==> src/rtl/perf_cnt_pkg.sv <==
package perf_cnt_pkg;
  localparam int NTHR  = 2;
  localparam int TID_W = (NTHR > 1) ? $clog2(NTHR) : 1;
  localparam int THR_W = 4;
  localparam int CFG_W = 3 + THR_W + TID_W;

  // Configuration layout, LSB first: en, cmp, cpl, thr, tid
  typedef struct packed {
    logic [TID_W-1:0] tid;
    logic [THR_W-1:0] thr;
    logic             cpl;
    logic             cmp;
    logic             en;
  } cfg_t;

  typedef enum logic {
    GATE_PER_THREAD = 1'b0,
    GATE_PACKAGE    = 1'b1
  } gate_mode_e;

  localparam logic ADDR_CFG = 1'b0;
  localparam logic ADDR_CNT = 1'b1;
endpackage

==> src/rtl/perf_cfg_reg.sv <==
module perf_cfg_reg
  import perf_cnt_pkg::*;
(
  input  logic             clk,
  input  logic             rst_n,
  input  logic             wr_en,
  input  logic [CFG_W-1:0] wdata,
  output cfg_t             cfg_q
);
  always_ff @(posedge clk or negedge rst_n) begin
    if (!rst_n)     cfg_q <= '0;
    else if (wr_en) cfg_q <= cfg_t'(wdata);
  end
endmodule

==> src/rtl/perf_gate.sv <==
module perf_gate
  import perf_cnt_pkg::*;
#(
  parameter int EVT_W = 4
) (
  input  logic             clk,
  input  logic             rst_n,
  input  cfg_t             cfg,
  input  logic             evt_valid,
  input  logic [EVT_W-1:0] evt_count,
  input  logic             evt_sel_valid,
  input  logic [NTHR-1:0]  thread_halted,
  input  logic             pkg_sleep,
  input  gate_mode_e       mode,
  output logic [EVT_W-1:0] inc
);
  localparam int CMP_W = (EVT_W > THR_W) ? EVT_W : THR_W;

  logic [CMP_W-1:0] cnt_x, thr_x;
  logic             awake, pass, qualified;

  assign cnt_x = CMP_W'(evt_count);
  assign thr_x = CMP_W'(cfg.thr);

  // Sleep/halt gating selected by the mode pin
  always_comb begin
    unique case (mode)
      GATE_PER_THREAD: awake = !thread_halted[cfg.tid];
      GATE_PACKAGE:    awake = !((&thread_halted) && pkg_sleep);
      default:         awake = 1'b0;
    endcase
  end

  // Threshold test with complement sense
  assign pass      = cfg.cpl ? (cnt_x <= thr_x) : (cnt_x > thr_x);
  assign qualified = cfg.en && evt_sel_valid && evt_valid && awake;

  always_comb begin
    if (!qualified)   inc = '0;
    else if (cfg.cmp) inc = EVT_W'(pass);
    else              inc = evt_count;
  end

  AST_DISABLED_ZERO: assert property (@(posedge clk) disable iff (!rst_n)
    !cfg.en |-> inc == '0);
  AST_CMP_UNIT_STEP: assert property (@(posedge clk) disable iff (!rst_n)
    cfg.cmp |-> inc <= EVT_W'(1));
  AST_NOSEL_ZERO: assert property (@(posedge clk) disable iff (!rst_n)
    !evt_sel_valid |-> inc == '0);
  AST_ALL_ASLEEP: assert property (@(posedge clk) disable iff (!rst_n)
    (mode == GATE_PACKAGE && (&thread_halted) && pkg_sleep) |-> inc == '0);
  AST_OWN_HALTED: assert property (@(posedge clk) disable iff (!rst_n)
    (mode == GATE_PER_THREAD && thread_halted[cfg.tid]) |-> inc == '0);
  AST_NOVALID_ZERO: assert property (@(posedge clk) disable iff (!rst_n)
    !evt_valid |-> inc == '0);
endmodule

==> src/rtl/perf_accum.sv <==
module perf_accum #(
  parameter int CNT_W = 40,
  parameter int INC_W = 4
) (
  input  logic             clk,
  input  logic             rst_n,
  input  logic             ld,
  input  logic [CNT_W-1:0] ld_val,
  input  logic [INC_W-1:0] inc,
  output logic [CNT_W-1:0] count,
  output logic             ovf
);
  logic [CNT_W:0] sum;
  assign sum = {1'b0, count} + (CNT_W+1)'(inc);

  always_ff @(posedge clk or negedge rst_n) begin
    if (!rst_n) begin
      count <= '0;
      ovf   <= 1'b0;
    end else if (ld) begin
      count <= ld_val;
      ovf   <= 1'b0;
    end else begin
      count <= sum[CNT_W-1:0];
      if (sum[CNT_W]) ovf <= 1'b1;
    end
  end

  AST_LOAD_WINS: assert property (@(posedge clk) disable iff (!rst_n)
    ld |=> count == $past(ld_val));
  AST_IDLE_HOLD: assert property (@(posedge clk) disable iff (!rst_n)
    (!ld && inc == '0) |=> $stable(count));
  AST_OVF_STICKY: assert property (@(posedge clk) disable iff (!rst_n)
    (ovf && !ld) |=> ovf);
  AST_LOAD_CLEARS_OVF: assert property (@(posedge clk) disable iff (!rst_n)
    ld |=> !ovf);
endmodule

==> src/rtl/perf_event_counter.sv <==
module perf_event_counter
  import perf_cnt_pkg::*;
#(
  parameter int CNT_W = 40,
  parameter int EVT_W = 4
) (
  input  logic             clk,
  input  logic             rst_n,
  input  logic             evt_valid,
  output logic             evt_ready,
  input  logic [EVT_W-1:0] evt_count,
  input  logic             evt_sel_valid,
  input  logic [NTHR-1:0]  thread_halted,
  input  logic             pkg_sleep,
  input  logic             gate_mode,
  input  logic             reg_wr,
  input  logic             reg_addr,
  input  logic [CNT_W-1:0] reg_wdata,
  output logic [CNT_W-1:0] reg_rdata,
  output logic             ovf_flag
);
  cfg_t             cfg_q;
  logic [EVT_W-1:0] inc;
  logic [CNT_W-1:0] count;
  logic             cfg_wr, cnt_ld;

  assign cfg_wr    = reg_wr && (reg_addr == ADDR_CFG);
  assign cnt_ld    = reg_wr && (reg_addr == ADDR_CNT);
  assign evt_ready = !cnt_ld;

  perf_cfg_reg u_cfg (
    .clk   (clk),
    .rst_n (rst_n),
    .wr_en (cfg_wr),
    .wdata (reg_wdata[CFG_W-1:0]),
    .cfg_q (cfg_q)
  );

  perf_gate #(.EVT_W(EVT_W)) u_gate (
    .clk           (clk),
    .rst_n         (rst_n),
    .cfg           (cfg_q),
    .evt_valid     (evt_valid),
    .evt_count     (evt_count),
    .evt_sel_valid (evt_sel_valid),
    .thread_halted (thread_halted),
    .pkg_sleep     (pkg_sleep),
    .mode          (gate_mode_e'(gate_mode)),
    .inc           (inc)
  );

  perf_accum #(.CNT_W(CNT_W), .INC_W(EVT_W)) u_acc (
    .clk    (clk),
    .rst_n  (rst_n),
    .ld     (cnt_ld),
    .ld_val (reg_wdata),
    .inc    (inc),
    .count  (count),
    .ovf    (ovf_flag)
  );

  assign reg_rdata = (reg_addr == ADDR_CNT) ? count : CNT_W'(cfg_q);

  AST_RESET_QUIET: assert property (@(posedge clk) disable iff (!rst_n)
    $rose(rst_n) |-> !ovf_flag);
endmodule

==> config.mk <==
export PLATFORM = sky130hd
export DESIGN_NAME = perf_event_counter
export DESIGN_NICKNAME = d
export VERILOG_FILES = /design/src/rtl/perf_cnt_pkg.sv /design/src/rtl/perf_cfg_reg.sv /design/src/rtl/perf_gate.sv /design/src/rtl/perf_accum.sv /design/src/rtl/perf_event_counter.sv
export SDC_FILE = /design/constraint.sdc
export NUM_CORES = 1
export LEC_CHECK = 0
export ABC_AREA = 1
export ABC_CLOCK_PERIOD_IN_PS = 2500
export BUFFER_PORTS_ARGS = -buffer_cell sky130_fd_sc_hd__clkbuf_2
export CAP_MARGIN = 0
export CORE_MARGIN = 2
export CORE_UTILIZATION = 49
export DETAILED_ROUTE_END_ITERATION = 8
export GPL_TIMING_DRIVEN = 0
export PLACE_DENSITY = 0.77
export SLEW_MARGIN = 20
export SYNTH_ARGS = -nofsm -noshare
export SYNTH_HDL_FRONTEND = slang
export SYNTH_HIERARCHICAL = 1
export SYNTH_SLANG_ARGS = --single-unit
==> constraint.sdc <==
create_clock -name clk -period 2.5 [get_ports clk]
set_clock_uncertainty 0.05 [all_clocks]
set_input_delay 0.25 -clock clk [delete_from_list [all_inputs] [get_ports clk]]
set_output_delay 0.25 -clock clk [all_outputs]
set_load 0.01 [all_outputs]
Word-level counts from Yosys, hierarchy flattened
Index checks and enable logic that the tools add are counted.
{"block": "op_classes", "n_addsub": 1, "magnitude_cmp": 3, "muxes": 10, "n_bitwise": 2, "reduce_logical": 11}
{"cell": "$mux W40", "count": 2}
{"cell": "$add A40 B4 Y41", "count": 1}
{"cell": "$mux W4", "count": 2}
{"cell": "$logic_and A1 B1 Y1", "count": 6}
{"cell": "$mux W1", "count": 5}
{"cell": "$gt A4 B4 Y1", "count": 1}
{"cell": "$le A4 B4 Y1", "count": 1}
{"cell": "$logic_not A1 Y1", "count": 3}
{"cell": "$lt A1 B2 Y1 const B", "count": 1}
{"cell": "$not A1 Y1", "count": 2}
{"cell": "$pmux W1 S2", "count": 1}
{"cell": "$reduce_and A2 Y1", "count": 1}
{"cell": "$reduce_bool A2 Y1", "count": 1}
{"block": "word_totals", "register_bits": 49, "input_bits": 54, "out_inout_bits": 42, "elab_cells": 34}

Logic depth before layout (Yosys ltp)
{"block": "depth", "word_depth": 9, "ltp_mapped": 25, "mapped_depth_nobuf": 24}

Cells and area by module
The synthesis kept the hierarchy.
{"mod": "perf_accum", "instances": 1, "cells_each": 464, "area_each_um2": 2970.3, "seq_area_each_um2": 1026.0}
{"mod": "perf_event_counter", "instances": 1, "cells_each": 98, "area_each_um2": 405.4, "seq_area_each_um2": 0.0}
{"mod": "perf_cfg_reg", "instances": 1, "cells_each": 34, "area_each_um2": 305.3, "seq_area_each_um2": 200.2}
{"mod": "perf_gate", "instances": 1, "cells_each": 37, "area_each_um2": 198.9, "seq_area_each_um2": 0.0}

Least setup slack after synthesis
OpenSTA, ideal clock, no wires.
{"block": "synth_path", "path_kind": "flip-flop to flip-flop", "start": "reg, netlist name u_cfg/cfg_q[6]", "end": "reg u_acc.count[6]", "setup_time_ns": 0.118, "arrival_time_ns": 2.468, "t_required_ns": 2.332, "setup_slack_ns": -0.136, "stages_incl_launch_ff": 21, "n_path_buf": 0, "synth_period_minus_slack_ns": 2.636, "cell_sequence": "dfrtp_1 inv_1 ha_1 nand2_1 inv_1 nand2_1 nand2_1 nand2_1 nand2_1 nand3_1 nand2_1 inv_1 ha_1 fa_1 nand2_1 nand3_1 nand3_2 inv_1 or2_2 nand3_1 nand2_1"}
{"block": "synth_between", "elab_chain_cells": 6, "elab_cells_between_ends": 7, "classes_between": "add/sub (1); order compare (2); mux (4)"}
{"item": "$gt A4 B4 Y1 / $le A4 B4 Y1 (equally long branches)", "line_no": "perf_gate.sv:35", "text": "assign pass = cfg.cpl ? (cnt_x <= thr_x) : (cnt_x > thr_x);"}
{"item": "$mux W1 (*)", "line_no": "perf_gate.sv:35"}
{"item": "$mux W4 (*)", "line_no": "perf_gate.sv:40", "text": "else if (cfg.cmp) inc = EVT_W'(pass);"}
{"item": "$mux W4 (*)", "line_no": "perf_gate.sv:39", "text": "if (!qualified) inc = '0;"}
{"item": "named net inc[0]", "line_no": "perf_event_counter.sv:23", "text": "logic [EVT_W-1:0] inc;"}
{"item": "$add A40 B4 Y41 (*)", "line_no": "perf_accum.sv:14", "text": "assign sum = {1'b0, count} + (CNT_W+1)'(inc);"}
{"item": "$mux W40 (*)", "line_no": "perf_accum.sv:20", "text": "end else if (ld) begin"}
{"item": "end signal: assignment", "line_no": "perf_accum.sv:21", "text": "count <= ld_val;"}
{"item": "end signal: assignment", "line_no": "perf_accum.sv:24", "text": "count <= sum[CNT_W-1:0];"}
{"item": "end: declaration", "line_no": "perf_accum.sv:10", "text": "output logic [CNT_W-1:0] count,"}
The timed path passes the listed nets; every way through them passes the cells marked *.
A chain may end at the register's enable or synchronous reset.

Worst setup path after layout
{"block": "layout_path", "start": "reg, netlist name u_cfg/cfg_q[5]", "end": "reg u_acc.count[6]"}
{"block": "layout_between", "elab_chain_cells": 6, "elab_cells_between_ends": 7, "classes_between": "add/sub (1); order compare (2); mux (4)"}
{"item": "$gt A4 B4 Y1 / $le A4 B4 Y1 (equally long branches)", "line_no": "perf_gate.sv:35"}
{"item": "$mux W1 (*)", "line_no": "perf_gate.sv:35"}
{"item": "$mux W4 (*)", "line_no": "perf_gate.sv:40"}
{"item": "$mux W4 (*)", "line_no": "perf_gate.sv:39"}
{"item": "named net inc[0]", "line_no": "perf_event_counter.sv:23"}
{"item": "$add A40 B4 Y41 (*)", "line_no": "perf_accum.sv:14"}
{"item": "$mux W40 (*)", "line_no": "perf_accum.sv:20"}
Marks and branches as above.

==> flow_summary.json <==
{
  "run_status": "complete, but fails checks",
  "failed_checks": "negative setup slack",
  "min_from": "reg_wdata[25]",
  "port_buffers": 94,
  "seq_area_frac_synth_pct": 31.6,
  "worstHoldPathCells": 3,
  "yosys.cell_types.count": 32,
  "wire_per_inst_um": 13.7,
  "power.density_cell_area_mw_per_mm2": 450,
  "final_hold_viol_count": 0,
  "timing.rr.end": "u_acc/count[6]",
  "mappedNetlistArea_mm2": 0.00388,
  "die_x_um": 93.0,
  "antenna_cells": 0,
  "drv_cap": 0,
  "max_freq_mhz": 369,
  "cts.root.buffer_cell": "sky130_fd_sc_hd__clkbuf_8",
  "yosys_top_cell_by_area": "sky130_fd_sc_hd__dfrtp_1",
  "layout_min_cycle_time_ns": 2.71,
  "n_fill_cell": 711,
  "layout.nets": 810,
  "synth.avg_cell_area_um2": 6.13,
  "drive_gt1_share_pct": 27.2,
  "timing.final.ws_setup_ns": -0.212,
  "path_common_cell": "sky130_fd_sc_hd__nand2_1",
  "hold_path_class": "input port to flip-flop",
  "area_of_the_core_mm2": 0.00769,
  "yosys_register_bits": 49,
  "timing_worst_slew_pin_value_ns": 0.700,
  "cts.path.max_buffers": 2,
  "critical-path-slowest-cell": "sky130_fd_sc_hd__dfrtp_1",
  "worstPathArrival_ns": 2.87,
  "rrSetupSlack_ns": -0.21,
  "finalMaxSlewViolations": 0,
  "cpPeakStageDelay_ns": 0.39,
  "maximum_fanout_along_the_worst_path": 6,
  "start_util_pct": 50.5,
  "clock_tree_from_tritoncts": "yes",
  "clkTransAtPathRegs_ns": 0.10,
  "routed_wl_um": 11700,
  "grt_overflow": 0,
  "worst_setup_path_start_kind": "flip-flop",
  "final_antenna_net_count": 0,
  "area.growth.synth_to_final_pct": 27.7,
  "worst_max_slew_margin_expressed_relative_to_the_limit_pct": 53.3,
  "worstPathCellList": "inv_1, ha_1, nand2_2, inv_2, nand2_1, nand2_1, nand2_1, nand2_1, nand3_1, nand2_1, inv_2, ha_4, fa_2, nand2_4, nand3_4, nand3_4, inv_6, or2_4, nand3_2, nand2_2",
  "post_detailed_route_drc_marker_count": 0,
  "synth.top_cells.by_area": "sky130_fd_sc_hd__dfrtp_1 (32%), sky130_fd_sc_hd__nand2_1 (28%), sky130_fd_sc_hd__inv_1 (7.6%)",
  "cpLargestDelayFamily": "simple AND/OR/NAND/NOR gates",
  "lkg_pwr_nw": 2.75,
  "crit_path_end_kind": "flip-flop",
  "first_iter_violations": 270,
  "setup_violations": 21,
  "non_filler_cell_area_final_mm2": 0.00496,
  "gp_congestion": 0.949,
  "dpl-instance-area_mm2": 0.00451,
  "antenna_found_initial": 0,
  "postSynthCellCount": 633,
  "timing.reg2reg.worst_path_depth": 20,
  "rows": 32,
  "drtPass1Iterations": 5,
  "worst_r2r_startpoint": "u_cfg/cfg_q[5]",
  "worstSkewPairLatency_ns": 0.31,
  "die-height_um": 93.0,
  "worstHoldEndpoint": "u_acc/count[25]",
  "grt_use_total_pct": 27.3,
  "pin_count_of_the_biggest_net_entering_global_routing": 50,
  "die-area_mm2": 0.00865,
  "clock_tree.htree_level_count": 2,
  "first_global_vias": 3975,
  "register_area_mm2": 0.00123,
  "yosys.area.top_type_share_pct": 31.6,
  "setup_repair_after_global_routing_missed_its_margin": "true",
  "multi_input_area_mm2": 0.00246,
  "final.period_utilization_pct": 108,
  "route.vias.total": 4263,
  "irDropWorstVdd_v": 0.000250,
  "dpl.hpwl_um": 8870,
  "power_w": 0.00223,
  "clock-sinks": 49,
  "post_drt_via_cell_ratio": 5.02,
  "timing.critical_path.buf_inv": 4,
  "critical_path_required_ns": 2.66,
  "synth_warnings": 6,
  "crit_type": "flip-flop to flip-flop",
  "synth_fp_nets": 696,
  "grt_first_pass_wirelength_um": 18900,
  "whs_ns": 0.0896,
  "io_pins": 96,
  "number_of_buffers_created_by_cts": 5
}
[layout by cell type (no fill, tap or decap), drive strengths merged]
cell         instances
nand2              307
o21bai               2
buf                 21
or2                  3
dlygate4sd3          1
nor3                 8
nor3b                3
and3                 1
nand4               10
a21oi                6
clkinv               2
nand3               35
fa                   1
ha                   8
xnor2                2
clkbuf             105
nor2                67
bufinv               1
inv                 85
o21ai               18
dfrtp               49
nand3b               8
xor2                 4
[tightest hold or removal path, stage by stage]
cell and delay (ns):
sky130_fd_sc_hd__clkbuf_2 0.07, sky130_fd_sc_hd__nand2_1 0.04, sky130_fd_sc_hd__nand2_1 0.04
[cell usage after synthesis]
cell type / instances
sky130_fd_sc_hd__a21oi_1: 6
sky130_fd_sc_hd__and3_1: 1
sky130_fd_sc_hd__buf_2: 1
sky130_fd_sc_hd__buf_4: 2
sky130_fd_sc_hd__buf_6: 6
sky130_fd_sc_hd__clkbuf_1: 6
sky130_fd_sc_hd__clkinv_1: 1
sky130_fd_sc_hd__dfrtp_1: 49
sky130_fd_sc_hd__fa_1: 1
sky130_fd_sc_hd__ha_1: 8
sky130_fd_sc_hd__inv_1: 79
sky130_fd_sc_hd__inv_2: 6
sky130_fd_sc_hd__nand2_1: 294
sky130_fd_sc_hd__nand2_2: 12
sky130_fd_sc_hd__nand2_4: 1
sky130_fd_sc_hd__nand3_1: 33
sky130_fd_sc_hd__nand3_2: 2
sky130_fd_sc_hd__nand3b_1: 8
sky130_fd_sc_hd__nand4_1: 10
sky130_fd_sc_hd__nor2_1: 57
sky130_fd_sc_hd__nor2_2: 5
sky130_fd_sc_hd__nor2_4: 5
sky130_fd_sc_hd__nor3_1: 4
sky130_fd_sc_hd__nor3_2: 3
sky130_fd_sc_hd__nor3_4: 1
sky130_fd_sc_hd__nor3b_1: 3
sky130_fd_sc_hd__o21ai_0: 11
sky130_fd_sc_hd__o21ai_1: 7
sky130_fd_sc_hd__o21bai_1: 2
sky130_fd_sc_hd__or2_2: 3
sky130_fd_sc_hd__xnor2_1: 2
sky130_fd_sc_hd__xor2_1: 4
[cells by family after synthesis]
family	after synthesis	share of synthesized area [%]
buffers and inverters	101	11.2
flip-flops	49	31.6
XOR/XNOR	6	1.35
adder cells (fa/ha/maj)	9	3.10
AO/OA/AOI/OAI	26	3.48
AND/OR/NAND/NOR	442	49.3
[flip-flops by register name (all words and copies together), names as in the netlist]
signal	count
u_acc/ovf	1
u_acc/count	40
u_cfg/cfg_q	8
[layer usage]
| layer | vias to the layer above | track usage (%) | part of all wire [%] |
|---|---|---|---|
| met5 | - | 0 | 0 |
| met4 | 0 | 6.99 | 1.6 |
| met3 | 15 | 4.67 | 5.6 |
| met2 | 139 | 45.4 | 46 |
| met1 | 1949 | 37.1 | 47 |
| li1 | 2160 | - | - |
[what timing repair did]
action,4_1_cts,5_1_grt
resized for setup,19,41
pin swaps,11,19
endpoints found under the hold margin,49,0
hold buffers,1,0
cloned,0,1
setup buffers,4,7
setup endpoints to repair,30,38
[report_power, final]
part / total [W] / leakage [nW] / switching (W) / internal (W)
Combinational: 0.000630 / 2.09 / 0.000374 / 0.000256
Clock: 0.000565 / 0.0540 / 0.000274 / 0.000291
Sequential: 0.00103 / 0.605 / 0.000138 / 0.000894
[worst max-delay path by stage]
stage | start | endpoint | depth (start not counted)
CTS | u_cfg/cfg_q[6] | u_acc/count[34] | 22
floorplan | u_cfg/cfg_q[6] | u_acc/count[6] | 20
global placement | u_cfg/cfg_q[6] | u_acc/count[32] | 20
detailed placement | u_cfg/cfg_q[6] | u_acc/count[32] | 20
finish | u_cfg/cfg_q[5] | u_acc/count[6] | 20
global route | u_cfg/cfg_q[6] | u_acc/count[26] | 22
[per-stage QoR]
step | TNS (ns) | util (%) | instances | worst slack (ns)
after global routing | -6.25 | 64.5 | 849 | -0.346
final | -2.39 | 64.5 | 849 | -0.212
after CTS | -2.05 | 61.6 | 841 | -0.159
after detailed placement | -3.80 | 58.7 | 829 | -0.345
after floorplan | 0 | - | 633 | 0.0279
after global placement | -2.99 | 58.6 | 829 | -0.329
[final cells by class]
class | count | share of cell area [%]
clock inverters | 2 | 0.707
multi-input cells | 483 | 49.6
plain buffers | 15 | 2.30
inverters | 86 | 6.82
repair buffers | 107 | 11.9
clock buffers | 5 | 1.39
flip-flops and latches | 49 | 24.7
well taps | 102 | 2.58
No activity file was read; power rests on OpenSTA's default activity.
